`config.mk`:
```
export PLATFORM = sky130hd
export DESIGN_NAME = dkc_regfile
export DESIGN_NICKNAME = d
export VERILOG_FILES = /design/src/rtl/dkc_pkg.sv /design/src/rtl/dkc_bus_decode.sv /design/src/rtl/dkc_csr.sv /design/src/rtl/dkc_mp_queue.sv /design/src/rtl/dkc_addr_regs.sv /design/src/rtl/dkc_regfile.sv
export SDC_FILE = /design/constraint.sdc
export NUM_CORES = 1
export LEC_CHECK = 0
export ABC_AREA = 0
export CORE_AREA = 4 4 109 111
export DETAILED_ROUTE_END_ITERATION = 10
export DIE_AREA = 0 0 113 115
export PLACE_DENSITY = 0.79
export SLEW_MARGIN = 20
export SYNTH_ARGS = -nofsm -noshare
export SYNTH_HDL_FRONTEND = slang
export SYNTH_SLANG_ARGS = --single-unit
```
`constraint.sdc`:
```
create_clock -name clk -period 6.7 [get_ports clk]
set_clock_uncertainty 0.05 [all_clocks]
set_input_delay 0.67 -clock clk [delete_from_list [all_inputs] [get_ports clk]]
set_output_delay 0.67 -clock clk [all_outputs]
set_load 0.01 [all_outputs]
```
`src/rtl/dkc_pkg.sv`:
```
package dkc_pkg;

  localparam int unsigned WORD_W   = 16;
  localparam int unsigned IDX_W    = 3;
  localparam int unsigned NUM_IDX  = 1 << IDX_W;
  localparam int unsigned ERR_W    = 5;
  localparam int unsigned EXT_W    = 6;
  localparam logic [WORD_W-1:0] CSR_WMASK = 16'h03FE;

  typedef enum logic [IDX_W-1:0] {
    IDX_CSR = 3'd0,
    IDX_BA  = 3'd1,
    IDX_DA  = 3'd2,
    IDX_MP  = 3'd3,
    IDX_EXT = 3'd4
  } reg_idx_e;

  // Replace one byte lane of cur with the matching lane of wd, or all of it.
  function automatic logic [WORD_W-1:0] lane_merge(input logic [WORD_W-1:0] cur,
                                                   input logic [WORD_W-1:0] wd,
                                                   input logic is_byte,
                                                   input logic hi_lane);
    if (!is_byte)      return wd;
    else if (hi_lane)  return {wd[15:8], cur[7:0]};
    else               return {cur[15:8], wd[7:0]};
  endfunction

  // Build the status word as the host sees it.
  function automatic logic [WORD_W-1:0] csr_compose(input logic [ERR_W-1:0] err,
                                                    input logic [1:0] drv,
                                                    input logic done,
                                                    input logic ie,
                                                    input logic [1:0] mirror,
                                                    input logic [2:0] fn,
                                                    input logic rdy);
    return {|err, err, drv, done, ie, mirror, fn, rdy};
  endfunction

endpackage

```
`src/rtl/dkc_bus_decode.sv`:
```
module dkc_bus_decode #(
  parameter bit EXT_PRESENT = 1'b1
) (
  input  logic       bus_rd,
  input  logic       bus_wr,
  input  logic [3:0] bus_addr,
  output logic [dkc_pkg::NUM_IDX-1:0] rd_hit,
  output logic [dkc_pkg::NUM_IDX-1:0] wr_hit,
  output logic       nx_hit
);
  import dkc_pkg::*;

  logic [IDX_W-1:0] idx;
  assign idx = bus_addr[3:1];

  for (genvar i = 0; i < NUM_IDX; i++) begin : g_hit
    if (i == int'(IDX_EXT) && !EXT_PRESENT) begin : g_absent
      assign rd_hit[i] = 1'b0;
      assign wr_hit[i] = 1'b0;
    end else begin : g_present
      assign rd_hit[i] = bus_rd && (idx == IDX_W'(i));
      assign wr_hit[i] = bus_wr && (idx == IDX_W'(i));
    end
  end

  if (EXT_PRESENT) begin : g_nx_none
    assign nx_hit = 1'b0;
  end else begin : g_nx_ext
    assign nx_hit = (bus_rd || bus_wr) && (idx == IDX_EXT);
  end

endmodule

```
`src/rtl/dkc_csr.sv`:
```
module dkc_csr #(
  parameter int unsigned NUM_DRIVES = 4
) (
  input  logic                  clk,
  input  logic                  rst_n,
  input  logic                  wr,
  input  logic [9:1]            wfield,
  input  logic                  seq_done,
  input  logic [dkc_pkg::ERR_W-1:0] seq_err,
  input  logic [NUM_DRIVES-1:0] drv_busy,
  input  logic [1:0]            ext_lo,
  output logic [15:0]           csr_val,
  output logic                  cmd_start,
  output logic [2:0]            cmd_func,
  output logic [1:0]            cmd_drive,
  output logic                  irq
);
  import dkc_pkg::*;

  logic [2:0]       func_q;
  logic [1:0]       drv_q;
  logic             ie_q;
  logic             done_q;
  logic [ERR_W-1:0] err_q;
  logic             irq_q;
  logic             start_q;

  // Named events of a status write.
  logic wr_launch;
  logic wr_ctrl_only;
  logic irq_raise_evt;
  logic irq_drop_evt;
  logic drive_ready;

  assign wr_launch     = wr && !wfield[7];
  assign wr_ctrl_only  = wr &&  wfield[7];
  assign irq_raise_evt = wr_ctrl_only &&  wfield[6] && done_q;
  assign irq_drop_evt  = wr_ctrl_only && !wfield[6];

  assign drive_ready = !drv_busy[drv_q];

  always_ff @(posedge clk) begin
    if (!rst_n) begin
      func_q  <= '0;
      drv_q   <= '0;
      ie_q    <= 1'b0;
      done_q  <= 1'b1;
      err_q   <= '0;
      irq_q   <= 1'b0;
      start_q <= 1'b0;
    end else begin
      start_q <= 1'b0;
      if (wr) begin
        func_q <= wfield[3:1];
        ie_q   <= wfield[6];
        drv_q  <= wfield[9:8];
        done_q <= wfield[7];
        if (wr_launch) begin
          err_q   <= '0;
          irq_q   <= 1'b0;
          start_q <= 1'b1;
        end else if (irq_drop_evt) begin
          irq_q <= 1'b0;
        end else if (irq_raise_evt) begin
          irq_q <= 1'b1;
        end
      end else if (seq_done) begin
        done_q <= 1'b1;
        err_q  <= err_q | seq_err;
        irq_q  <= ie_q;
      end
    end
  end

  assign csr_val   = csr_compose(err_q, drv_q, done_q, ie_q, ext_lo, func_q, drive_ready);
  assign cmd_start = start_q;
  assign cmd_func  = func_q;
  assign cmd_drive = drv_q;
  assign irq       = irq_q;


  start_clears_done_chk: assert property (@(posedge clk) disable iff (!rst_n)
    cmd_start |-> !done_q && (err_q == '0) && !irq_q);


  irq_needs_enable_chk: assert property (@(posedge clk) disable iff (!rst_n)
    irq_q |-> ie_q);


  ctrl_write_no_start_chk: assert property (@(posedge clk) disable iff (!rst_n)
    wr_ctrl_only |=> !cmd_start);


  seq_done_sets_done_chk: assert property (@(posedge clk) disable iff (!rst_n)
    (seq_done && !wr) |=> done_q && (irq_q == $past(ie_q)));

endmodule

```
`src/rtl/dkc_mp_queue.sv`:
```
module dkc_mp_queue #(
  parameter int unsigned DEPTH = 3,
  parameter int unsigned W     = 16
) (
  input  logic               clk,
  input  logic               rst_n,
  input  logic               load_all,
  input  logic [W-1:0]       load_val,
  input  logic               seq_load,
  input  logic [DEPTH*W-1:0] seq_words,
  input  logic               pop,
  output logic [W-1:0]       head
);
  logic [W-1:0] q [DEPTH];

  logic ripple_evt;
  assign ripple_evt = pop && !load_all && !seq_load;

  for (genvar i = 0; i < DEPTH; i++) begin : g_ent
    always_ff @(posedge clk) begin
      if (!rst_n) begin
        q[i] <= '0;
      end else if (load_all) begin
        q[i] <= load_val;
      end else if (seq_load) begin
        q[i] <= seq_words[i*W +: W];
      end else if (pop && (i < DEPTH-1)) begin
        q[i] <= q[(i < DEPTH-1) ? i+1 : i];
      end
    end

    if (i > 0) begin : g_chk

      load_all_equal_chk: assert property (@(posedge clk) disable iff (!rst_n)
        load_all |=> (q[i] == q[0]));

      ripple_shift_chk: assert property (@(posedge clk) disable iff (!rst_n)
        ripple_evt |=> (q[i-1] == $past(q[i])));
    end
  end

  assign head = q[0];


  last_entry_kept_chk: assert property (@(posedge clk) disable iff (!rst_n)
    ripple_evt |=> $stable(q[DEPTH-1]));

endmodule

```
`src/rtl/dkc_addr_regs.sv`:
```
module dkc_addr_regs (
  input  logic        clk,
  input  logic        rst_n,
  input  logic        ba_wr,
  input  logic        da_wr,
  input  logic        ext_wr,
  input  logic        ext_odd_byte,
  input  logic        csr_wr,
  input  logic [15:0] wval,
  output logic [15:0] ba_val,
  output logic [15:0] da_val,
  output logic [dkc_pkg::EXT_W-1:0] ext_val
);
  import dkc_pkg::*;

  logic [15:1]      ba_q;
  logic [15:0]      da_q;
  logic [EXT_W-1:0] ext_q;
  logic             ext_take;

  assign ext_take = ext_wr && !ext_odd_byte;

  always_ff @(posedge clk) begin
    if (!rst_n) begin
      ba_q  <= '0;
      da_q  <= '0;
      ext_q <= '0;
    end else begin
      if (ba_wr) ba_q <= wval[15:1];
      if (da_wr) da_q <= wval;
      if (ext_take)     ext_q      <= wval[EXT_W-1:0];
      else if (csr_wr)  ext_q[1:0] <= wval[5:4];
    end
  end

  assign ba_val  = {ba_q, 1'b0};
  assign da_val  = da_q;
  assign ext_val = ext_q;


  ext_odd_ignored_chk: assert property (@(posedge clk) disable iff (!rst_n)
    (ext_wr && ext_odd_byte && !csr_wr) |=> $stable(ext_q));

endmodule

```
`src/rtl/dkc_regfile.sv`:
```
module dkc_regfile #(
  parameter int unsigned NUM_DRIVES  = 4,
  parameter int unsigned MP_DEPTH    = 3,
  parameter bit          EXT_PRESENT = 1'b1
) (
  input  logic                     clk,
  input  logic                     rst_n,
  input  logic                     bus_rd,
  input  logic                     bus_wr,
  input  logic                     bus_byte,
  input  logic [3:0]               bus_addr,
  input  logic [15:0]              bus_wdata,
  output logic [15:0]              bus_rdata,
  output logic                     bus_err,
  input  logic [NUM_DRIVES-1:0]    drv_busy,
  input  logic                     seq_done,
  input  logic [4:0]               seq_err,
  input  logic                     seq_mp_load,
  input  logic [MP_DEPTH*16-1:0]   seq_mp_words,
  output logic                     cmd_start,
  output logic [2:0]               cmd_func,
  output logic [1:0]               cmd_drive,
  output logic                     irq
);
  import dkc_pkg::*;

  logic [NUM_IDX-1:0] rd_hit;
  logic [NUM_IDX-1:0] wr_hit;
  logic               nx_hit;

  logic [15:0]      csr_val;
  logic [15:0]      ba_val;
  logic [15:0]      da_val;
  logic [15:0]      mp_head;
  logic [EXT_W-1:0] ext_val;

  logic [15:0] cur_val;
  logic [15:0] merged;
  logic [15:0] rd_val;

  logic [15:0] rdata_q;
  logic        err_q;
  logic        rd_csr_q;
  logic        rd_ba_q;

  dkc_bus_decode #(.EXT_PRESENT(EXT_PRESENT)) u_dec (
    .bus_rd   (bus_rd),
    .bus_wr   (bus_wr),
    .bus_addr (bus_addr),
    .rd_hit   (rd_hit),
    .wr_hit   (wr_hit),
    .nx_hit   (nx_hit)
  );

  // Current value of the addressed register, for byte merging.
  always_comb begin
    unique case (bus_addr[3:1])
      IDX_CSR: cur_val = csr_val;
      IDX_BA:  cur_val = ba_val;
      IDX_DA:  cur_val = da_val;
      IDX_MP:  cur_val = mp_head;
      IDX_EXT: cur_val = {{(16-EXT_W){1'b0}}, ext_val};
      default: cur_val = '0;
    endcase
  end

  assign merged = lane_merge(cur_val, bus_wdata, bus_byte, bus_addr[0]);

  dkc_csr #(.NUM_DRIVES(NUM_DRIVES)) u_csr (
    .clk       (clk),
    .rst_n     (rst_n),
    .wr        (wr_hit[IDX_CSR]),
    .wfield    (merged[9:1]),
    .seq_done  (seq_done),
    .seq_err   (seq_err),
    .drv_busy  (drv_busy),
    .ext_lo    (ext_val[1:0]),
    .csr_val   (csr_val),
    .cmd_start (cmd_start),
    .cmd_func  (cmd_func),
    .cmd_drive (cmd_drive),
    .irq       (irq)
  );

  dkc_addr_regs u_addr (
    .clk          (clk),
    .rst_n        (rst_n),
    .ba_wr        (wr_hit[IDX_BA]),
    .da_wr        (wr_hit[IDX_DA]),
    .ext_wr       (wr_hit[IDX_EXT]),
    .ext_odd_byte (bus_byte && bus_addr[0]),
    .csr_wr       (wr_hit[IDX_CSR]),
    .wval         (merged),
    .ba_val       (ba_val),
    .da_val       (da_val),
    .ext_val      (ext_val)
  );

  dkc_mp_queue #(.DEPTH(MP_DEPTH), .W(16)) u_mpq (
    .clk       (clk),
    .rst_n     (rst_n),
    .load_all  (wr_hit[IDX_MP]),
    .load_val  (merged),
    .seq_load  (seq_mp_load),
    .seq_words (seq_mp_words),
    .pop       (rd_hit[IDX_MP]),
    .head      (mp_head)
  );

  // One-hot read mux; unused and absent indices read 0.
  always_comb begin
    rd_val = '0;
    if (rd_hit[IDX_CSR]) rd_val = rd_val | (csr_val & ~CSR_WMASK) | (csr_val & CSR_WMASK);
    if (rd_hit[IDX_BA])  rd_val = rd_val | ba_val;
    if (rd_hit[IDX_DA])  rd_val = rd_val | da_val;
    if (rd_hit[IDX_MP])  rd_val = rd_val | mp_head;
    if (rd_hit[IDX_EXT]) rd_val = rd_val | {{(16-EXT_W){1'b0}}, ext_val};
  end

  always_ff @(posedge clk) begin
    if (!rst_n) begin
      rdata_q  <= '0;
      err_q    <= 1'b0;
      rd_csr_q <= 1'b0;
      rd_ba_q  <= 1'b0;
    end else begin
      if (bus_rd) rdata_q <= rd_val;
      err_q    <= nx_hit;
      rd_csr_q <= rd_hit[IDX_CSR];
      rd_ba_q  <= rd_hit[IDX_BA];
    end
  end

  assign bus_rdata = rdata_q;
  assign bus_err   = err_q;


  err_summary_chk: assert property (@(posedge clk) disable iff (!rst_n)
    rd_csr_q |-> (bus_rdata[15] == (|bus_rdata[14:10])));


  ba_bit0_zero_chk: assert property (@(posedge clk) disable iff (!rst_n)
    rd_ba_q |-> !bus_rdata[0]);


  start_from_launch_chk: assert property (@(posedge clk) disable iff (!rst_n)
    cmd_start |-> $past(wr_hit[IDX_CSR]) && !$past(merged[7]));


  absent_reads_zero_chk: assert property (@(posedge clk) disable iff (!rst_n)
    (bus_err && $past(bus_rd)) |-> (bus_rdata == '0));

endmodule

```
==> flow_summary.yaml, run 1 <==
power_and_ir_drop:
  seqPwrFrac_pct: 42.7
  clkPwrFrac_pct: 46.8
  switching_share_pct: 24.30
  cellLeakagePower_nw: 2.691
  vdd_ir_drop_max_mv: 0.2028
  p_int_mw: 1.400
  power_frac_comb_pct: 10.5
  p_per_area_mw_per_mm2: 261.0
  netSwitchingPower_uw: 449.4
synth:
  synth-edff-count: 48
  synthCells: 541
  ys_warn_count: 0
  synth_async_sr_flop_share_pct: 0
  synth_seq_area_share_pct: 50.97
  yosys.cell_types.count: 54
  syn-num-nets: 625
  synthFlopType: "dfxtp_1"
  ys_ff_latch: 115
  synthesis.area_mm2: 0.005459
  syn_avg_cell_area_um2: 10.09
timing:
  rsz0062_at_grt: "false"
  relSlewSlack_pct: 24.18
  final.setup.tns_ns: 0
  hold_ws_ns: 0.4168
  setup_violations: 0
  timing.fmax_mhz: 318.8
  fin_crit_sh_pct: 46.82
  hold_viol_final: 0
  worst_pin_slew_ns: 1.137
  fin_crit_ns: 3.137
  finalMaxSlewViolations: 0
drt:
  ant_nets: 0
  routedWlPerCell_um: 18.80
  via_count: 4746
  dr.pass1.iters: 5
  top_layer: "met4"
  drc: 0
  detailroute.wirelength.met3_mm: 1.334
  first_iter_violations: 388
  detail_route.vias_per_cell: 6.100
  met2_length_mm: 6.875
  wirelength_mm: 14.63
  wl_met1_mm: 6.037
global_route:
  grt_pass1_wl_mm: 23.86
  grt_use_total_pct: 23.05
  first_global_vias: 4794
  grt-ovfl-total: 0
  grt_antenna_before_repair: 0
  grt_max_degree: 49
clocking:
  clk-insertion-delay-late_ns: 0.52
  post_cts_buffers: 0
  path_clk_slew_ns: 0.06
  cts_hold_buf: 0
  clockRootBuffer: "clkbuf_8"
  tritoncts: "done"
  cts-buffers-inserted: 17
  cts.sinks: 115
  clockBufferDepth: 2
  htree_levels: 4
  cts_resized: 0
worst_setup_path:
  endpoint_kind: "flip-flop"
  startpoint_type: "input pin"
  cp.arrival_ns: 3.28
  critical_path_class: "input pin to flip-flop"
  required_ns: 6.84
  path_max_fanout: 32
  worst-r2r-setup-slack_ns: 4.30
final_layout:
  final_net_count: 709
  fill_cells: 828
  drive_above_1_share_pct: 9.091
  synthToLayoutAreaGrowth_pct: 29.80
  num_antenna_cells: 0
placed_design:
  place.gp.congestion: 0.8629
  port_buffers: 106
  place_hpwl_mm: 10.05
die:
  start_util_pct: 50.58
  die-area_mm2: 0.01300
  fp.dieH_um: 115
  pin_count: 108
  core_mm2: 0.01079
  die_x_um: 113
  num_rows: 38
job:
  maxCapViolCount: 0
status:
  outcome: "finished, final reports clean"
worst_hold_path:
  worst_hold_path_type: "flip-flop to flip-flop"
state kept, by name (all words and copies together), names as in the netlist:
register	cells
u_addr.ba_q	15
u_csr.cmd_drive	2
u_csr.ie_q	1
u_csr.done_q	1
u_csr.cmd_start	1
bus_rdata	16
u_mpq.q	48
u_addr.ext_val	6
u_csr.cmd_func	3
u_csr.err_q	5
u_addr.da_val	16
u_csr.irq	1
per-layer routing:
layer	vias to the layer above	track usage, %
li1	2190	-
met1	2242	30.13
met2	280	35.86
met3	34	6.000
met4	0	11.06
met5	-	0
worst paths after layout:
path | from | end | cells after the start
worst max-delay path | bus_addr[2] | u_mpq.q[0][10] | 6
worst min-delay path | u_csr.irq | u_csr.irq | 2
worst max register to register | u_csr.cmd_drive[0] | u_mpq.q[1][0] | 5
worst min register to register | u_csr.irq | u_csr.irq | 2
stage by stage:
| stage | util (%) | power [mW] | cells | setup WS (ns) | cell area, um^2 |
|---|---|---|---|---|---|
| 2_1_floorplan | - | 0.9047 | 541 | 3.960 | 5459 |
| 3_5_place_dp | 60.35 | 0.9926 | 746 | 3.079 | 6514 |
| 5_1_grt | 65.65 | 1.915 | 778 | 3.410 | 7086 |
| 4_1_cts | 65.65 | 1.855 | 778 | 3.579 | 7086 |
| 3_3_place_gp | 60.35 | 0.9868 | 746 | 3.154 | 6514 |
| 6_report | 65.65 | 1.850 | 778 | 3.563 | 7086 |
logic make-up (layout without fill, tap and decap cells):
family | count (synthesis) | after routing | synth area share [%]
compound gates | 198 | 198 | 23.58
buf+inv | 52 | 149 | 4.767
flops | 115 | 115 | 50.97
mux | 38 | 38 | 7.976
other cells | 1 | 1 | 0.06869
simple gates | 137 | 137 | 12.63
cell usage in the layout (no fill, tap or decap), types with 10 or more instances in the layout:
cell type	count
clkbuf_16	16
nand3b_1	10
nand2_1	29
edfxtp_1	48
o21ai_0	40
nor2_1	53
a211oi_1	14
dfxtp_1	67
a21oi_1	67
clkdlybuf4s50_1	106
nand2b_1	10
mux2i_1	30
a22oi_1	11
a221o_1	18
a21o_1	13
cell type report:
class / instances / area, um^2 / area share [%]
tap: 140 / 175.2 / 2.472
multi-input combinational: 374 / 2424 / 34.20
sequential: 115 / 2783 / 39.27
clock buffer: 17 / 414.1 / 5.845
inverter: 3 / 11.26 / 0.1589
timing repair buffer: 114 / 1121 / 15.82
clock inverter: 15 / 157.7 / 2.225
power groups by stage:
stage	Clock [mW]	Sequential (mW)	Combinational, mW
2_1_floorplan	0	0.798	0.106
3_3_place_gp	0	0.801	0.186
3_5_place_dp	0	0.803	0.190
4_1_cts	0.873	0.789	0.193
5_1_grt	0.913	0.793	0.209
6_report	0.866	0.789	0.194
Yosys cell counts (2+ instances only):
cell type | n | area [um^2]
a21o_1 | 13 | 97.59
nand2b_1 | 10 | 62.56
nor2b_1 | 4 | 25.02
buf_6 | 3 | 33.78
edfxtp_1 | 48 | 1441
a21boi_0 | 6 | 45.04
nor3_1 | 8 | 40.04
and4b_1 | 2 | 20.02
mux2i_1 | 30 | 300.3
a221oi_1 | 2 | 17.52
buf_1 | 2 | 7.510
o21ai_0 | 40 | 200.2
a211oi_1 | 14 | 105.1
a2bb2oi_1 | 3 | 26.28
inv_1 | 2 | 7.510
nand2_1 | 29 | 108.9
or2_2 | 3 | 18.77
a22oi_1 | 11 | 82.58
a221o_1 | 18 | 180.2
nand3b_1 | 10 | 75.07
nand3_1 | 3 | 15.01
a21oi_1 | 67 | 335.3
dfxtp_1 | 67 | 1341
buf_4 | 8 | 60.06
mux2_2 | 4 | 45.04
and3b_1 | 2 | 17.52
o22a_1 | 3 | 26.28
nor2_1 | 54 | 202.7
or3_1 | 2 | 12.51
nor3b_1 | 3 | 22.52
clkbuf_1 | 26 | 97.59
mux4_2 | 4 | 90.09
o21a_1 | 2 | 15.01
o22ai_1 | 5 | 31.28
o211ai_1 | 5 | 37.54
buf_2 | 10 | 50.05
worst max-delay path: stages:
cell and delay, ns:
clkdlybuf4s50_1 0.63, buf_4 0.41, and4b_1 0.35, or2_2 0.40, nand2b_1 0.41, buf_4 0.38
(Power assumes the default switching activity.)
==> run 2, diff against run 1 <==
--- a/config.mk
+++ b/config.mk
@@ -6,10 +6,10 @@
 export NUM_CORES = 1
 export LEC_CHECK = 0
 export ABC_AREA = 0
-export CORE_AREA = 4 4 109 111
+export CORE_AREA = 4 4 113 115
 export DETAILED_ROUTE_END_ITERATION = 10
-export DIE_AREA = 0 0 113 115
-export PLACE_DENSITY = 0.79
+export DIE_AREA = 0 0 117 119
+export PLACE_DENSITY = 0.77
 export SLEW_MARGIN = 20
 export SYNTH_ARGS = -nofsm -noshare
 export SYNTH_HDL_FRONTEND = slang
==> constraint.sdc (replaced) <==
create_clock -name clk -period 2.5 [get_ports clk]
set_clock_uncertainty 0.05 [all_clocks]
set_input_delay 0.25 -clock clk [delete_from_list [all_inputs] [get_ports clk]]
set_output_delay 0.25 -clock clk [all_outputs]
set_load 0.01 [all_outputs]
==> flow_summary.yaml, run 2 (synthesized netlist as in run 1, its figures left out) <==
timing:
  finalMaxSlewViolations: 0
  fin_crit_sh_pct: 90.43
  hold_viol_final: 0
  fin_crit_ns: 2.261
  worst_pin_slew_ns: 1.019
  relSlewSlack_pct: 31.91
  fin_ws_ns: 0.2392
  setup_violations: 0
  timing.fmax_mhz: 442.3
  rsz0062_at_grt: "false"
worst_setup_path:
  required_ns: 2.61
  timing.rr.start: "u_csr.cmd_drive[0]"
  path_buf_inv: 2
  path_cells: "clkdlybuf4s50_1, buf_4, mux2i_1, o22ai_1, a21boi_0, nor2_1, a221o_1"
  path_max_fanout: 4
  cp.arrival_ns: 2.37
  critical_path_class: "input pin to flip-flop"
  r2r-end: "u_mpq.q[0][0]"
  worst-r2r-setup-slack_ns: 0.29
  cp_slowest_stage_delay_ns: 0.58
  crit_slowest_cell: "clkdlybuf4s50_1"
  crit_family: "compound AO/OA/AOI/OAI gates"
  endpoint_kind: "flip-flop"
  reg2reg_depth: 6
  startpoint_type: "input pin"
global_route:
  grt_antenna_before_repair: 0
  grt_pass1_wl_mm: 24.83
  grt_max_degree: 49
  grt_use_total_pct: 22.97
  grt-ovfl-total: 0
  first_global_vias: 4819
clocking:
  path_clk_slew_ns: 0.05
  cts_resized: 0
  cts.sinks: 115
  clockBufferDepth: 2
  cts-buffers-inserted: 17
  post_cts_buffers: 0
  clockRootBuffer: "clkbuf_16"
  cts_hold_buf: 0
  tritoncts: "done"
  htree_levels: 4
  clk-insertion-delay-late_ns: 0.41
final_layout:
  final_util_pct: 64.26
  drive_above_1_share_pct: 15.36
  largest_reg_flops: 48
  num_antenna_cells: 0
  top_register: "u_mpq.q"
  final_net_count: 761
  mostFrequentLayoutCells: "clkdlybuf4s50_1, a21oi_1, dfxtp_1"
  layout_commonest_cell: "clkdlybuf4s50_1"
  synthToLayoutAreaGrowth_pct: 39.03
drt:
  top_layer: "met4"
  wl_met1_mm: 6.964
  drc: 0
  routedWlPerCell_um: 19.05
  detail_route.vias_per_cell: 5.836
  first_iter_violations: 388
  met2_length_mm: 7.343
  ant_nets: 0
  via_count: 4885
  detailroute.wirelength.met3_mm: 1.272
  wirelength_mm: 15.94
  dr.pass1.iters: 7
die:
  core_mm2: 0.01181
  fp.dieH_um: 119
  start_util_pct: 46.22
  num_rows: 40
  die-area_mm2: 0.01392
  pin_count: 108
  die_x_um: 117
placed_design:
  place.gp.congestion: 0.8917
  place_hpwl_mm: 11.40
  port_buffers: 106
  dp_slack_ns: -0.1409
power_and_ir_drop:
  p_per_area_mw_per_mm2: 696.8
  cellLeakagePower_nw: 2.989
  vdd_ir_drop_max_mv: 0.3723
worst_hold_path:
  hp-start: "seq_err[1]"
  hold_path_depth: 3
  worstHoldEndpoint: "u_csr.err_q[1]"
  worst_hold_path_type: "input pin to flip-flop"
job:
  maxCapViolCount: 0
status:
  outcome: "finished, final reports clean"
-- run 2: cell count changes in the layout (fill, tap and decap cells not counted), sizes merged --
cell	before	now
buf	8	60
clkinv	7	2
inv	5	3
clkbuf	17	25
clkinvlp	4	2
bufinv	2	3
-- run 2: power by group --
group / internal, mW / switching (mW) / leakage (nW) / total (mW)
Clock: 1.74 / 0.841 / 0.304 / 2.58
Sequential: 2.07 / 0.0495 / 1.07 / 2.12
Combinational: 0.311 / 0.277 / 1.61 / 0.589
Total: 4.12 / 1.17 / 2.99 / 5.29
-- run 2: final cells by class --
class,instances,area (um^2)
sequential,115,2783
inverter,3,11.26
fill,956,4222
clock inverter,7,116.4
tap,147,183.9
multi-input combinational,374,2429
clock buffer,25,518.0
timing repair buffer,166,1549
-- run 2: routing by layer --
layer,track usage (%),up-vias
met5,0,-
met4,8.889,0
met3,5.081,34
met2,34.35,274
met1,32.29,2286
li1,-,2291
-- run 2: worst max path at each step --
stage	from	endpoint	slack [ns]	cells past startpoint
2_1_floorplan	bus_addr[3]	u_mpq.q[0][0]	0.18	4
3_3_place_gp	bus_addr[2]	u_mpq.q[0][4]	-0.11	6
3_5_place_dp	bus_addr[2]	u_mpq.q[0][2]	-0.14	6
4_1_cts	bus_addr[2]	u_mpq.q[1][3]	0.26	6
5_1_grt	bus_addr[2]	u_mpq.q[0][2]	0.07	6
6_report	bus_addr[2]	u_mpq.q[0][7]	0.24	7
-- run 2: tightest hold or removal path: stages --
cell and delay [ns]:
clkdlybuf4s50_1 0.40, a21oi_1 0.12, nor3_1 0.05
-- run 2: stage by stage --
| step | instances | instance area, um^2 | TNS, ns | hold slack [ns] | total power, mW |
|---|---|---|---|---|---|
| floorplan | 541 | 5459 | 0 | 0.3472 | 2.425 |
| global placement | 805 | 6955 | -2.153 | 0.4018 | 2.717 |
| detailed placement | 805 | 6955 | -2.547 | 0.4109 | 2.733 |
| CTS | 837 | 7590 | 0 | 0.3948 | 5.304 |
| global route | 837 | 7590 | 0 | 0.4345 | 5.436 |
| finish | 837 | 7590 | 0 | 0.4094 | 5.288 |
==> run 3, diff against run 2 <==
--- a/config.mk
+++ b/config.mk
@@ -5,11 +5,12 @@
 export SDC_FILE = /design/constraint.sdc
 export NUM_CORES = 1
 export LEC_CHECK = 0
-export ABC_AREA = 0
-export CORE_AREA = 4 4 113 115
+export ABC_AREA = 1
+export CORE_AREA = 4 4 114 116
+export CTS_CLUSTER_DIAMETER = 100
 export DETAILED_ROUTE_END_ITERATION = 10
-export DIE_AREA = 0 0 117 119
-export PLACE_DENSITY = 0.77
+export DIE_AREA = 0 0 118 120
+export PLACE_DENSITY = 0.76
 export SLEW_MARGIN = 20
 export SYNTH_ARGS = -nofsm -noshare
 export SYNTH_HDL_FRONTEND = slang
==> flow_summary.yaml, run 3 <==
synth:
  synthCells: 737
  yosys.cell_types.count: 31
  synth-edff-count: 48
  synth-xor-area-share_pct: 0
  synth.area.mux_share_pct: 0
  synth_seq_area_share_pct: 50.49
  yosysTopAreaCell: "edfxtp_1"
  synth-simple-area-share_pct: 27.90
  synthFlopType: "dfxtp_1"
  synth_top_area_share_pct: 26.15
  yosys.area_share.adder_pct: 0
  syn_avg_cell_area_um2: 7.478
  synthTopCellsByCount: "nand2_1, nor2_1, inv_1, dfxtp_1, edfxtp_1"
  ys_ff_latch: 115
  synth_area_leaders: "edfxtp_1, dfxtp_1, nand2_1"
  synth_async_sr_flop_share_pct: 0
  synth_top_family_by_area: "simple AND/OR/NAND/NOR gates"
  yosysMostFrequentCell: "nand2_1"
  syn-num-nets: 821
  ys_warn_count: 0
  synth-compound-area-share_pct: 11.58
  synthesis.area_mm2: 0.005512
timing:
  hold_viol_final: 0
  finalMaxSlewViolations: 0
  setup_violations: 0
  fin_crit_ns: 1.953
  final.setup.tns_ns: 0
  fin_crit_sh_pct: 78.13
  worst_pin_slew_ns: 0.6151
  hold_ws_ns: 0.3534
  rsz0062_at_grt: "false"
  timing.fmax_mhz: 512.0
  fin_ws_ns: 0.5469
  relSlewSlack_pct: 58.95
final_layout:
  top_register: "u_mpq.q"
  synthToLayoutAreaGrowth_pct: 34.05
  final_area_mm2: 0.007388
  largest_reg_flops: 48
  num_antenna_cells: 0
  fill_cells: 1078
  drive_above_1_share_pct: 7.827
  layout_commonest_cell: "nand2_1"
  final_util_pct: 62.03
  mostFrequentLayoutCells: "nand2_1, clkdlybuf4s50_1, nor2_1"
  finalNonFillerCells: 1003
  final_net_count: 927
power_and_ir_drop:
  cellLeakagePower_nw: 3.430
  power.total_mw: 5.421
  vdd_ir_drop_max_mv: 0.3266
  p_per_area_mw_per_mm2: 733.7
global_route:
  first_global_vias: 4830
  grt_pass1_wl_mm: 24.05
  grt_use_total_pct: 21.13
  grt-ovfl-total: 0
  grt_max_degree: 49
  grt_antenna_before_repair: 0
placed_design:
  port_buffers: 106
  place.gp.congestion: 0.9454
  placement.cell_area_mm2: 0.006720
  dp_slack_ns: 0.1678
  dp.cells: 971
  place_hpwl_mm: 10.52
drt:
  ant_nets: 0
  first_iter_violations: 426
  via_count: 5070
  routedWlPerCell_um: 14.49
  drc: 0
  dr.pass1.iters: 5
  wirelength_mm: 14.53
  detail_route.vias_per_cell: 5.055
clocking:
  clk-insertion-delay-late_ns: 0.41
  path_clk_slew_ns: 0.05
  cts.sinks: 115
  cts_hold_buf: 0
  tritoncts: "done"
  htree_levels: 4
  cts-buffers-inserted: 17
  clockBufferDepth: 2
  cts_resized: 0
  clockRootBuffer: "clkbuf_16"
  post_cts_buffers: 0
worst_setup_path:
  path_max_fanout: 11
  critical_path_class: "input pin to flip-flop"
  startpoint_type: "input pin"
  endpoint_kind: "flip-flop"
  required_ns: 2.60
  cp.arrival_ns: 2.05
  reg2reg_depth: 8
die:
  die-area_mm2: 0.01416
  num_rows: 40
  die_x_um: 118
  fp.dieH_um: 120
  start_util_pct: 46.27
  pin_count: 108
  core_mm2: 0.01191
status:
  outcome: "finished, final reports clean"
worst_hold_path:
  worst_hold_path_type: "input pin to flip-flop"
  hold_path_depth: 3
job:
  maxCapViolCount: 0
## run 3: changes by cell type after synthesis, sizes merged, moves of 30 or more
cell	delta
nand2	+186
inv	+98
nand3	+45
nor2	+45
a21oi	-41
mux2i	-30
## run 3: final cells by class
cell class	count	area (um^2)	area share [%]
multi-input combinational	488	2180	29.50
sequential	115	2783	37.66
inverter	100	375.4	5.080
timing repair buffer	121	1199	16.22
clock buffer	18	429.2	5.809
tap	147	183.9	2.489
clock inverter	14	239.0	3.235
## run 3: worst max-delay path, stage by stage
cell and delay [ns]:
clkdlybuf4s50_1 0.65, inv_2 0.07, nand3_2 0.14, inv_2 0.14, a22oi_1 0.20, o211ai_1 0.14
nand2_1 0.08, nand2_1 0.12, nand2_1 0.16, nand3_1 0.09
## run 3: logic make-up (layout without fill, tap and decap cells)
| family | Yosys count | after routing |
|---|---|---|
| other cells | 1 | 1 |
| compound gates | 117 | 117 |
| buf+inv | 134 | 253 |
| flops | 115 | 115 |
| simple gates | 370 | 370 |
## run 3: layer usage
metal  share of wire (%)  global-route usage, %  vias up
met5                   0                      0        -
met4                0.98                  6.007        0
met3                 8.5                  5.938       13
met2                  43                  31.80      231
met1                  48                  29.79     2258
li1                    -                      -     2568
## run 3: final timing paths
path / to / slack (ns) / start
min reg2reg: u_csr.err_q[4] / 0.43 / u_csr.err_q[4]
min: u_csr.err_q[1] / 0.35 / seq_err[1]
max reg2reg: u_mpq.q[0][0] / 0.89 / u_csr.cmd_drive[0]
max: u_mpq.q[0][9] / 0.55 / bus_addr[1]
## run 3: power by group
part           internal, mW  total (mW)  switching [mW]
clock network          1.95        2.76           0.815
logic                 0.245       0.528           0.283
registers              2.09        2.13          0.0460
total                  4.28        5.42            1.14
